==> src/rtl/isf_pkg.sv <==
package isf_pkg;

    localparam int REG_W  = 32;
    localparam int ADDR_W = 12;
    localparam int N_EV   = 12;
    localparam int N_LIVE = 3;

    localparam logic [ADDR_W-1:0] ADDR_STAT  = 12'h00C;
    localparam logic [ADDR_W-1:0] ADDR_EMASK = 12'h010;
    localparam logic [ADDR_W-1:0] ADDR_IRQ   = 12'h820;
    localparam logic [ADDR_W-1:0] ADDR_IEN   = 12'h830;

    // Sticky, clearable positions and writable configuration positions
    localparam logic [REG_W-1:0] STAT_ERR_M = 32'h3F3F_0000;
    localparam logic [REG_W-1:0] IRQ_CLR_M  = 32'h00FD_E500;
    localparam logic [REG_W-1:0] IEN_M      = 32'h0069_C500;
    localparam logic [REG_W-1:0] INT_ERR_M  = 32'h3800_0000;

    // Derived / live bit positions of the two flag registers
    localparam int ST_LIVE_LO = 3;
    localparam int ST_INTERR  = 2;
    localparam int ST_SPISUM  = 1;
    localparam int ST_PIN     = 0;
    localparam int IR_BUSNOM  = 31;
    localparam int IR_GLOBAL  = 7;
    localparam int IR_WAKE    = 6;
    localparam int IR_CANERR  = 5;
    localparam int IR_SPISUM  = 3;
    localparam int IR_CORE    = 1;

    typedef struct packed {
        logic stat;
        logic emask;
        logic irq;
        logic ien;
    } reg_sel_t;

    function automatic reg_sel_t decode(input logic [ADDR_W-1:0] a);
        reg_sel_t s;
        s.stat  = (a == ADDR_STAT);
        s.emask = (a == ADDR_EMASK);
        s.irq   = (a == ADDR_IRQ);
        s.ien   = (a == ADDR_IEN);
        return s;
    endfunction

    // Place successive event bits onto the set positions of a mask, LSB first
    function automatic logic [REG_W-1:0] scatter(input logic [REG_W-1:0] m,
                                                 input logic [N_EV-1:0]  ev);
        logic [REG_W-1:0] r;
        logic [3:0]       k;
        r = '0;
        k = '0;
        for (int i = 0; i < REG_W; i++) begin
            if (m[i]) begin
                r[i] = ev[k];
                k    = k + 4'd1;
            end
        end
        return r;
    endfunction

endpackage

==> src/rtl/isf_flag_bank.sv <==
module isf_flag_bank
    import isf_pkg::*;
#(
    parameter int              W     = REG_W,
    parameter logic [W-1:0]    CLR_M = '0
) (
    input  logic         clk,
    input  logic         rst,
    input  logic [W-1:0] set_vec,
    input  logic         clr_en,
    input  logic [W-1:0] clr_vec,
    output logic [W-1:0] flags
);
    logic [W-1:0] clr_eff;

    always_comb begin
        clr_eff = clr_en ? (clr_vec & CLR_M) : '0;
    end

    // Set has priority over a clear in the same cycle
    always_ff @(posedge clk) begin
        if (rst) flags <= '0;
        else     flags <= (flags & ~clr_eff) | (set_vec & CLR_M);
    end
endmodule

==> src/rtl/isf_cfg_reg.sv <==
module isf_cfg_reg
    import isf_pkg::*;
#(
    parameter int           W     = REG_W,
    parameter logic [W-1:0] WR_M  = '0
) (
    input  logic         clk,
    input  logic         rst,
    input  logic         we,
    input  logic [W-1:0] wd,
    output logic [W-1:0] q
);
    always_ff @(posedge clk) begin
        if (rst)     q <= '0;
        else if (we) q <= wd & WR_M;
    end
endmodule

==> src/rtl/intflag_unit.sv <==
module intflag_unit
    import isf_pkg::*;
(
    input  logic              clk,
    input  logic              rst,
    input  logic [ADDR_W-1:0] reg_addr,
    input  logic              reg_wr,
    input  logic [REG_W-1:0]  reg_wdata,
    output logic [REG_W-1:0]  reg_rdata,
    input  logic [N_EV-1:0]   stat_evt,
    input  logic [N_LIVE-1:0] stat_live,
    input  logic [N_EV-1:0]   dev_evt,
    input  logic [N_LIVE-1:0] dev_live,
    input  logic              core_irq,
    output logic              irq_n
);
    reg_sel_t         sel;
    logic [REG_W-1:0] stat_set, irq_set;
    logic [REG_W-1:0] stat_flags, irq_flags, err_mask, ien;
    logic [REG_W-1:0] stat_view, irq_view;
    logic             spi_sum, int_err, pin_act;

    assign sel      = decode(reg_addr);
    assign stat_set = scatter(STAT_ERR_M, stat_evt);
    assign irq_set  = scatter(IRQ_CLR_M, dev_evt);

    isf_flag_bank #(.W(REG_W), .CLR_M(STAT_ERR_M)) u_stat (
        .clk(clk), .rst(rst), .set_vec(stat_set),
        .clr_en(reg_wr & sel.stat), .clr_vec(reg_wdata), .flags(stat_flags)
    );

    isf_flag_bank #(.W(REG_W), .CLR_M(IRQ_CLR_M)) u_irq (
        .clk(clk), .rst(rst), .set_vec(irq_set),
        .clr_en(reg_wr & sel.irq), .clr_vec(reg_wdata), .flags(irq_flags)
    );

    isf_cfg_reg #(.W(REG_W), .WR_M(STAT_ERR_M)) u_emask (
        .clk(clk), .rst(rst), .we(reg_wr & sel.emask), .wd(reg_wdata), .q(err_mask)
    );

    isf_cfg_reg #(.W(REG_W), .WR_M(IEN_M)) u_ien (
        .clk(clk), .rst(rst), .we(reg_wr & sel.ien), .wd(reg_wdata), .q(ien)
    );

    always_comb begin
        spi_sum = |(stat_flags & ~err_mask);
        int_err = |(stat_flags & INT_ERR_M);
        pin_act = (|(irq_flags & ien)) | spi_sum | core_irq;
    end

    assign irq_n = ~pin_act;

    always_comb begin
        stat_view = stat_flags;
        stat_view[ST_LIVE_LO +: N_LIVE] = stat_live;
        stat_view[ST_INTERR]            = int_err;
        stat_view[ST_SPISUM]            = spi_sum;
        stat_view[ST_PIN]               = pin_act;

        irq_view = irq_flags;
        irq_view[IR_BUSNOM] = dev_live[2];
        irq_view[IR_WAKE]   = dev_live[1];
        irq_view[IR_CANERR] = dev_live[0];
        irq_view[IR_GLOBAL] = (|irq_flags) | spi_sum;
        irq_view[IR_SPISUM] = spi_sum;
        irq_view[IR_CORE]   = core_irq;
    end

    always_comb begin
        if (sel.stat)       reg_rdata = stat_view;
        else if (sel.emask) reg_rdata = err_mask;
        else if (sel.irq)   reg_rdata = irq_view;
        else if (sel.ien)   reg_rdata = ien;
        else                reg_rdata = '0;
    end
endmodule

==> config.mk <==
export PLATFORM = sky130hd
export DESIGN_NAME = intflag_unit
export DESIGN_NICKNAME = d
export VERILOG_FILES = /design/src/rtl/isf_pkg.sv /design/src/rtl/isf_flag_bank.sv /design/src/rtl/isf_cfg_reg.sv /design/src/rtl/intflag_unit.sv
export SDC_FILE = /design/constraint.sdc
export NUM_CORES = 1
export LEC_CHECK = 0
export ABC_AREA = 1
export BUFFER_PORTS_ARGS = -buffer_cell sky130_fd_sc_hd__buf_2
export CORE_MARGIN = 1
export CORE_UTILIZATION = 45
export CTS_BUF_LIST = sky130_fd_sc_hd__clkbuf_4 sky130_fd_sc_hd__clkbuf_8 sky130_fd_sc_hd__clkbuf_16
export CTS_CLUSTER_DIAMETER = 30
export DETAILED_ROUTE_END_ITERATION = 7
export PLACE_DENSITY = 0.73
export SYNTH_ARGS = -nofsm -noshare
export SYNTH_HDL_FRONTEND = slang
export SYNTH_SLANG_ARGS = --single-unit
export TNS_END_PERCENT = 50
==> constraint.sdc <==
create_clock -name clk -period 3.3 [get_ports clk]
set_input_delay 0 -clock clk [delete_from_list [all_inputs] [get_ports clk]]
set_output_delay 0 -clock clk [all_outputs]
set_load 0.005 [all_outputs]
# Word level (Yosys, flattened, before mapping)

Index checks and enable logic that the tools add are counted.

Register bits: 84

Equal/unequal tests: 4
Multiplexer cells: 6
Bitwise gates (word level): 17
Reductions and logical operators: 4

Operators with widths:

| operator                                                                | number |
|---|---|
| 32-bit AND                                                              | 3 |
| 32-bit 2-to-1 mux                                                       | 3 |
| 32-bit OR reduction                                                     | 3 |
| 32-bit NOT                                                              | 2 |
| 32-bit by 23-bit AND with 32-bit output                                 | 1 |
| 30-bit NOT with 32-bit output                                           | 1 |
| 32-bit by 24-bit OR with 32-bit output                                  | 1 |
| 32-bit by 30-bit OR with 32-bit output                                  | 1 |
| 30-bit 2-to-1 mux                                                       | 1 |
| 12-bit equality test (second input constant)                            | 2 |
| 24-bit 2-to-1 mux                                                       | 1 |
| 23-bit 2-to-1 mux                                                       | 1 |
| 12-bit by 4-bit equality test with 1-bit output (second input constant) | 1 |
| 12-bit by 5-bit equality test with 1-bit output (second input constant) | 1 |
| 1-bit AND                                                               | 4 |
| 1-bit OR                                                                | 3 |
| 3-bit OR reduction                                                      | 1 |
| 1-bit NOT                                                               | 1 |

# Longest topological paths before layout

Gate-level depths: netlist (run 1).

Depth after elaboration: 7
Depth in mapped cells: 10
Mapped depth without buffers: 10

# Cells and area by module

A second synthesis (run 1) with hierarchy kept.

Cells, all modules: 742
Area total of the unflattened synthesis: 4553.1 µm²

By module, submodules not included:

| module                | times used | cells each | area each (µm²) | sequential area each (µm²) |
|---|---|---|---|---|
| intflag_unit          | 1          | 403        | 1990.7          | 0.0 |
| isf_flag_bank         | 2          | 83         | 693.2           | 240.2 |
| isf_cfg_reg (u_emask) | 1          | 97         | 650.6           | 240.2 |
| isf_cfg_reg (u_ien)   | 1          | 76         | 525.5           | 160.2 |

# Worst setup path after synthesis (run 1)

OpenSTA, ideal clock, no wires.

Kind: input-to-reg
From: input port reg_addr[1]
To: register u_irq.flags[13]
Setup time: 128 ps
Arrival time: 915 ps
Slack: 2257 ps
Cell stages on the path: 7
Path buffers: 1
Cells stage by stage: nor2_1 > nand2_1 > nor2_4 > buf_2 > nand4_1 > a21oi_1 > nor2_1

Cells in the longest elaborated chain, start to end: 6

RTL lines:

| what                                   | RTL line            | source |
|---|---|---|
| start, declared                        | intflag_unit.sv:6   | `input logic [ADDR_W-1:0] reg_addr,` |
| 12-bit equality test                   | isf_pkg.sv:42       | `s.irq = (a == ADDR_IRQ);` |
| 1-bit AND                              | intflag_unit.sv:34  | `.clr_en(reg_wr & sel.irq), .clr_vec(reg_wdata), .flags(irq_flags)` |
| 24-bit 2-to-1 mux                      | isf_flag_bank.sv:17 | `clr_eff = clr_en ? (clr_vec & CLR_M) : '0;` |
| 32-bit NOT                             | isf_flag_bank.sv:23 | `else flags <= (flags & ~clr_eff) \| (set_vec & CLR_M);` |
| 32-bit AND                             | isf_flag_bank.sv:23 |  |
| 32-bit by 24-bit OR with 32-bit output | isf_flag_bank.sv:23 |  |
| end signal, assigned                   | isf_flag_bank.sv:23 |  |
| end, declared                          | isf_flag_bank.sv:12 | `output logic [W-1:0] flags` |

No other way between the ends.
A chain may end at the register's enable or synchronous reset.

# Worst setup path in the final report (run 1)

From: input port reg_addr[1]
To: output port reg_rdata[20]

Cells in the longest elaborated chain, start to end: 4
Elaborated cells between the ends (all ways): 6
Classes of those cells: eq/ne: 3; mux: 3

RTL lines:

| what                 | RTL line           | source |
|---|---|---|
| 12-bit equality test | isf_pkg.sv:42      |  |
| 32-bit 2-to-1 mux    | intflag_unit.sv:72 | `else if (sel.irq) reg_rdata = irq_view;` |
| 32-bit 2-to-1 mux    | intflag_unit.sv:71 | `else if (sel.emask) reg_rdata = err_mask;` |
| 32-bit 2-to-1 mux *  | intflag_unit.sv:70 | `if (sel.stat) reg_rdata = stat_view;` |
| end, declared        | intflag_unit.sv:9  | `output logic [REG_W-1:0] reg_rdata,` |

Mark *: on every way between the ends. The rest lies on a longest branch, timed or not.

==> results of run 1 <==
-- cells by family after synthesis --
group	synth area share, %
simple gates	43.9
flops	34.0
other cells	0.145
buf+inv	12.1
compound gates	9.76
-- layer usage --
layer  GRT usage [%]  wire, um
met1            35.5      3450
met5               0         0
met3            4.59       621
met4            11.1       175
met2            44.9      3820
-- registers in the layout, summed over array words and instances, names as in the netlist --
name,count
u_emask.q,12
u_ien.q,8
u_irq.flags,12
u_stat.flags,12
-- report_power, final --
part	internal (W)	switching, W	leakage (nW)	total, W
logic	0.0000784	0.0000748	1.46	0.000153
clock network	0.000153	0.000185	0.0445	0.000337
registers	0.000552	0.0000183	0.362	0.000570
-- worst max-delay path, delay by kind of cell --
kind                   cells  cell delay (ps)
AND/OR/NAND/NOR            7             1350
buffers and inverters      4              570
-- per-stage QoR --
stage	hold slack (ps)	std cells	total power, W	instance area (um^2)	worst slack (ps)
3_5_place_dp	212	573	0.000696	3050	1420
6_report	15.7	620	0.00106	3530	1380
2_1_floorplan	70.7	428	0.000637	2600	2260
4_1_cts	2.17	620	0.00106	3530	1390
3_3_place_gp	203	573	0.000693	3050	1430
5_1_grt	21.4	620	0.00111	3530	1200
-- Yosys cell counts, types with 3 or more instances --
library cell  instances  area (um^2)
nor2_1              101          379
dfxtp_1              44          881
buf_2                 7         35.0
nand2_1             100          375
clkbuf_1              5         18.8
a21oi_1              27          135
inv_1                49          184
nor4_1                3         18.8
buf_4                 5         37.5
o21ai_0               9         45.0
nand3_1              19         95.1
o21a_1                4         30.0
nand4_1              25          156
-- cell type report --
type,instances,area [um^2],share of cell area [%]
Tap cell,72,90.1,2.55
Sequential cell,44,881,25.0
Inverter,54,204,5.78
Multi-Input combinational cell,310,1410,39.8
Clock buffer,6,76.3,2.16
Timing Repair Buffer,133,866,24.5
Clock inverter,1,5.00,0.142
-- path summary, 6_finish.rpt --
kind | endpoint | cells past startpoint
worst max-delay path | reg_rdata[20] | 11
worst min-delay path | u_emask.q[21] | 3
worst max register to register | u_ien.q[21] | 4
worst min register to register | u_stat.flags[18] | 2
==> metrics.csv, run 1 <==
metric;value;unit
ys_seq_area_share;34.0;%
antenna_left;0;
coreArea;5540;um^2
vdd_ir_drop_max;0.188;mV
h-tree-depth;2;
gp_congestion;0.835;
cp_max_fo;19;
postCtsResizedCells;0;
grt_antenna_before_repair;0;
startpoint;reg_addr[1];
finClkSkew;0;ps
diodes;0;
async_flop_share;0;%
dieArea;6060;um^2
setup_violations;0;
period_minus_slack;1920;ps
hold_viol;0;
crit_type;input port to primary output;
worst_path_largest_cell_delay;430;ps
slew_viol_final;0;
grt_pass1_wl;13000;um
critPathSlowestCell;nor2_4;
ios;111;
crit_arrival;1920;ps
firstDrtPassIters;5;
drt_iter0_drc;197;
rows;27;
final_cell_mix;nor2_1 (101), nand2_1 (100), buf_2 (93);
layout_commonest_cell;nor2_1;
avgSynthCellArea;6.09;um^2
max-clock-path-buffers;2;
fmax;521;MHz
cellLeakagePower;1.87;nW
grt_pass1_vias;2850;
timing.rr.start;u_ien.q[21];
dr_total_vias;3140;
cts_buffers;5;
fin_nets;626;
cts_setup_buffers;0;
drc;0;
ys_ff_latch;44;
yosysWarnings;0;
drt-vias-per-instance;5.06;
cts_tree;yes;
syn_to_final_growth;36.2;%
synth-edff-count;0;
reg2reg_slack;2600;ps
start_util;46.7;%
fillers;542;
cp.required;3300;ps
io_buffer_count;93;
rsz0062_at_grt;false;
clock_sinks;44;
final_util;63.7;%
synth_cells;425;
dieHeight;77.8;um
pwr_density_cell;301;nW/um^2
clock_tree.root_cell;clkbuf_8;
status;complete, no violations;
clkLatencyLatePin;300;ps
path_clk_slew;80;ps
hold_buffers;40;
grtUsageTotal;27.4;%
setup.worst_path.start_class;input port;
crit_chain;buf_2 > nor2_1 > nand2_1 > nor2_4 > nand2_1 > clkinv_1 > nand2_1 > nand3_1 > nand2_1 > inv_1 > buf_2;
fp.dieW;77.8;um
hold_start;reg_wdata[21];
drive_gt1_share;20.4;%
hold_class;input port to flop;
syn_area;2590;um^2
fin_crit_sh;58.1;%
max-cap-violations;0;
wl_per_cell;13.0;um
critPathMostFrequentCell;nand2_1;
dp_hpwl;5230;um
worstMarginPinSlew;736;ps
synth_ff_type;dfxtp_1;
synthDistinctLibCells;32;
grt.overflow.total;0;
wl;8060;um
finalSetupTns;0;ps
grt_max_degree;28;
cp-end-kind;primary output;
slew_headroom;50.9;%
Power figures use the tool's default switching activity.
==> inputs of run 2 (changes only) <==
Settings changed: CORE_UTILIZATION 45 to 43.
Clock period 3.3 ns to 1.7 ns, I/O delays scaled along.
==> run 2 against run 1 <==
Cell area increased by 2.6%. Via count rose by 1.4%. Sequential power increased by 95%. Utilization increased by 0.48 points. Sequential cell count is the same. Count of clock-buffer cells in the layout increased by 2. Clock power rose by 110%. Critical path type is now flop to primary output. Die area up 4.5%. Global-route usage shrank 0.54 points.
==> metrics.csv, run 2 (synthesis results as in run 1) <==
metric;value;unit
fillers;503;
hold_class;input port to flop;
grt_pass1_vias;2835;
use_met2;45.2;%
period_minus_slack;1560;ps
pwr_density_cell;588;nW/um^2
slew_viol_final;0;
final_util;64.1;%
drt-vias-per-instance;5.05;
hold_ws;25.0;ps
rows;27;
wl_per_cell;13.0;um
cts_tree;yes;
status;complete, no violations;
finalSetupTns;0;ps
coreArea;5640;um^2
grt_max_degree;27;
wl;8200;um
cellLeakagePower;1.93;nW
final_cell_mix;nor2_1 (101), nand2_1 (100), buf_2 (93);
clkLatencyLatePin;290;ps
met3_usage;4.23;%
syn_to_final_growth;39.8;%
grtUsageTotal;26.8;%
setup.worst_path.start_class;flop;
cp_max_fo;4;
dieArea;6330;um^2
cts_setup_buffers;0;
grt_pass1_wl;13200;um
ios;111;
drt_iter0_drc;265;
dieHeight;79.6;um
critPathTopFamily;simple AND/OR/NAND/NOR gates;
dr_total_vias;3185;
fp.dieW;79.6;um
cp-end-kind;primary output;
diodes;0;
crit_arrival;1560;ps
fin_crit_sh;91.9;%
crit_chain;inv_1 > nand2_1 > o21ai_0 > nor2_1 > nand3_1 > nor2_1 > nor2_1 > buf_2;
slew_headroom;54.9;%
layout_commonest_cell;nor2_1;
fin_nets;636;
gp_congestion;0.817;
setup_violations;0;
critPathMostFrequentCell;nor2_1;
grt.overflow.total;0;
worst-path-buf-inv;2;
path_clk_slew;90;ps
drive_gt1_share;22.0;%
grt_antenna_before_repair;0;
crit_type;flop to primary output;
cts_buffers;5;
critPathSlowestCell;dfxtp_1;
drc;0;
start_util;45.9;%
worstMarginPinSlew;676;ps
firstDrtPassIters;5;
fmax;640;MHz
dp_hpwl;5450;um
largest_registers;u_emask.q x12, u_irq.flags x12, u_stat.flags x12;
rsz0062_at_grt;false;
clock_sinks;44;
gr-usage-met1;34.9;%
grt-busiest-layer;met2;
hold_viol;0;
finClkSkew;0;ps
antenna_left;0;
clock_tree.root_cell;clkbuf_8;
io_buffer_count;93;
h-tree-depth;2;
worst_path_largest_cell_delay;320;ps
cp.required;1700;ps
max-clock-path-buffers;2;
vdd_ir_drop_max;0.405;mV
max-cap-violations;0;
[run 2: changes by cell type in the layout (fill, tap and decap cells not counted)]
| cell | change |
|---|---|
| clkbuf_8 | +1 |
| clkinv_2 | -1 |
| buf_4 | +10 |
| clkbuf_4 | +1 |
[run 2: layer usage]
metal	part of all wire, %	up-vias
li1	-	1598
met1	44	1430
met2	48	136
met3	6.2	21
met4	1.7	0
met5	0	-
[run 2: worst paths after layout]
| path | startpoint | endpoint | slack [ps] | cells past startpoint |
|---|---|---|---|---|
| worst max-delay path | u_emask.q[26] | reg_rdata[0] | 140 | 8 |
| worst min-delay path | reg_wdata[16] | u_ien.q[16] | 30 | 3 |
| worst max register to register | u_emask.q[29] | u_emask.q[29] | 960 | 4 |
| worst min register to register | u_stat.flags[18] | u_stat.flags[18] | 490 | 2 |
[run 2: final cells by class]
cell class                 instances  area, um^2  share of cell area, %
clock buffer                       8        97.6                   2.70
timing repair buffer             143         941                   26.0
inverter                          54         204                   5.64
tap                               72        90.1                   2.49
multi-input combinational        310        1410                   38.8
sequential                        44         881                   24.3
[run 2: report_power, final]
group	internal (W)	leakage [nW]	switching (W)
clock	0.000364	0.0523	0.000354
combinational	0.000156	1.51	0.000147
sequential	0.00107	0.362	0.0000371
[run 2: timing repair]
action | CTS | global route
hold buffers | 40 | 0
resized for setup | 0 | 0
endpoints found under the hold margin | 41 | 0
[run 2: worst reg2reg max path, stage by stage, from the launching register on]
cell and delay, ps:
dfxtp_1 390, inv_1 60, nand2_1 60, nand2_1 50, nor2_1 120
[run 2: through the flow]
stage               setup slack (ps)  cells  total power [W]  cell area, um^2
floorplan                        657    428          0.00124             2600
global placement                 324    583          0.00135             3120
detailed placement               265    583          0.00136             3120
CTS                              135    631          0.00213             3620
global route                    10.1    631          0.00223             3620
finish                           138    631          0.00213             3620
==> inputs of run 3 (changes only) <==
Settings changed: SETUP_SLACK_MARGIN set to 0.15.
==> run 3 against run 2 <==
Utilization increased by 0.80 points. Clock power about the same. Register-to-register slack about the same. Critical path type unchanged. Critical endpoint unchanged. Largest cell class unchanged. Largest power group unchanged.
==> metrics.csv, run 3 (synthesis results as in run 1) <==
metric;value;unit
status;complete, no violations;
rsz0062_at_grt;true;
worst_path_largest_cell_delay;400;ps
clkLatencyLatePin;290;ps
fin_nets;640;
reg2reg_depth;4;
grtUsageTotal;26.8;%
reg2reg_slack;960;ps
drc;0;
hold_path_depth;4;
period_minus_slack;1460;ps
start_util;45.9;%
worstMarginPinSlew;675;ps
slew_headroom;54.9;%
syn_to_final_growth;41.5;%
timing.rr.start;u_emask.q[29];
slew_viol_final;0;
grt_antenna_before_repair;0;
critPathMostFrequentCell;nor2_1;
largest_registers;u_emask.q x12, u_irq.flags x12, u_stat.flags x12;
antenna_left;0;
dieArea;6330;um^2
crit_type;flop to primary output;
hold_class;input port to flop;
crit_arrival;1460;ps
rows;27;
cts_buffers;5;
io_buffer_count;93;
grt_max_degree;27;
diodes;0;
setup.worst_path.start_class;flop;
hold_viol;0;
cts_tree;yes;
setup_violations;0;
drive_gt1_share;23.1;%
power;0.00213;W
fin_crit_sh;86.0;%
hold_start;reg_wdata[13];
cp-end-kind;primary output;
dieHeight;79.6;um
vdd_ir_drop_max;0.405;mV
pwr_density_cell;582;nW/um^2
layout_commonest_cell;nand2_1;
max-clock-path-buffers;2;
coreArea;5640;um^2
timing.rr.end;u_emask.q[29];
cellLeakagePower;1.95;nW
path_clk_slew;90;ps
clock_tree.root_cell;clkbuf_8;
fillers;495;
critPathSlowestCell;dfxtp_1;
drt-vias-per-instance;5.06;
dr_total_vias;3210;
grt_pass1_wl;13200;um
final_cell_mix;nand2_1 (100), nor2_1 (99), buf_2 (93);
h-tree-depth;2;
holdPathEnd;u_irq.flags[13];
firstDrtPassIters;5;
final.setup.worst_slack;238;ps
cp_max_fo;4;
placed_area;3120;um^2
finClkSkew;0;ps
dp_slack;265;ps
finalSetupTns;0;ps
grt.overflow.total;0;
wl;8230;um
stdcell_area;3660;um^2
drt_iter0_drc;239;
fp.dieW;79.6;um
clock_sinks;44;
crit_chain;o22ai_1 > nor2_1 > nand3_2 > nor2_4 > nor2_1 > buf_2;
cp.required;1700;ps
ios;111;
dp_hpwl;5450;um
hold_ws;28.3;ps
fmax;684;MHz
max-cap-violations;0;
wl_per_cell;13.0;um
gp_congestion;0.817;
grt_pass1_vias;2835;
==> run 3: cell types whose count changed in the layout (fill, tap and decap cells not counted), sizes merged <==
cell,change
buf,+4
==> run 3: layout make-up <==
class	count	area, um^2	share of cell area, %
sequential	44	881	24.0
timing repair buffer	147	971	26.5
multi-input combinational	310	1420	38.8
inverter	54	204	5.57
clock buffer	8	97.6	2.66
tap	72	90.1	2.46
==> run 3: worst max-delay path by stage <==
stage,startpoint,to,slack [ps],cells past startpoint
6_report,u_emask.q[29],reg_rdata[0],240,6
5_1_grt,u_irq.flags[19],reg_rdata[7],130,5
4_1_cts,u_emask.q[26],reg_rdata[0],170,8
3_5_place_dp,reg_addr[1],reg_rdata[18],260,11
3_3_place_gp,reg_addr[1],reg_rdata[18],320,11
2_1_floorplan,reg_addr[1],u_irq.flags[13],660,7
==> run 3: critical path: cells and delay by family (launching register included) <==
| kind | cells | cell delay, ps |
|---|---|---|
| simple gates | 4 | 540 |
| buf+inv | 1 | 120 |
| compound gates | 1 | 110 |
| flops | 1 | 400 |
==> run 3: report_power, final <==
group          total [W]  leakage, nW  internal (W)  switching (W)
sequential       0.00111        0.362       0.00107      0.0000366
clock           0.000719       0.0523      0.000364       0.000354
combinational   0.000306         1.53      0.000157       0.000149
total            0.00213         1.95       0.00159       0.000540
==> run 3: layer usage <==
layer  wire length (um)  vias up  GRT usage (%)
li1                   -     1608              -
met1               3540     1429           34.9
met2               3930      154           45.2
met3                616       19           4.23
met4                142        0           8.18
met5                  0        -              0
==> run 3: what timing repair did <==
action,in CTS,in global routing
hold buffers,40,0
pin swaps,0,4
setup endpoints to repair,1,11
gates resized for setup,1,4
endpoints found under the hold margin,41,0
setup buffers,0,4
==> run 3: per-stage QoR <==
stage | std cells | utilization [%]
after detailed placement | 583 | 55.3
after floorplan | 428 | -
final | 635 | 64.9
after CTS | 631 | 64.2
after global placement | 583 | 55.3
after global routing | 635 | 64.9
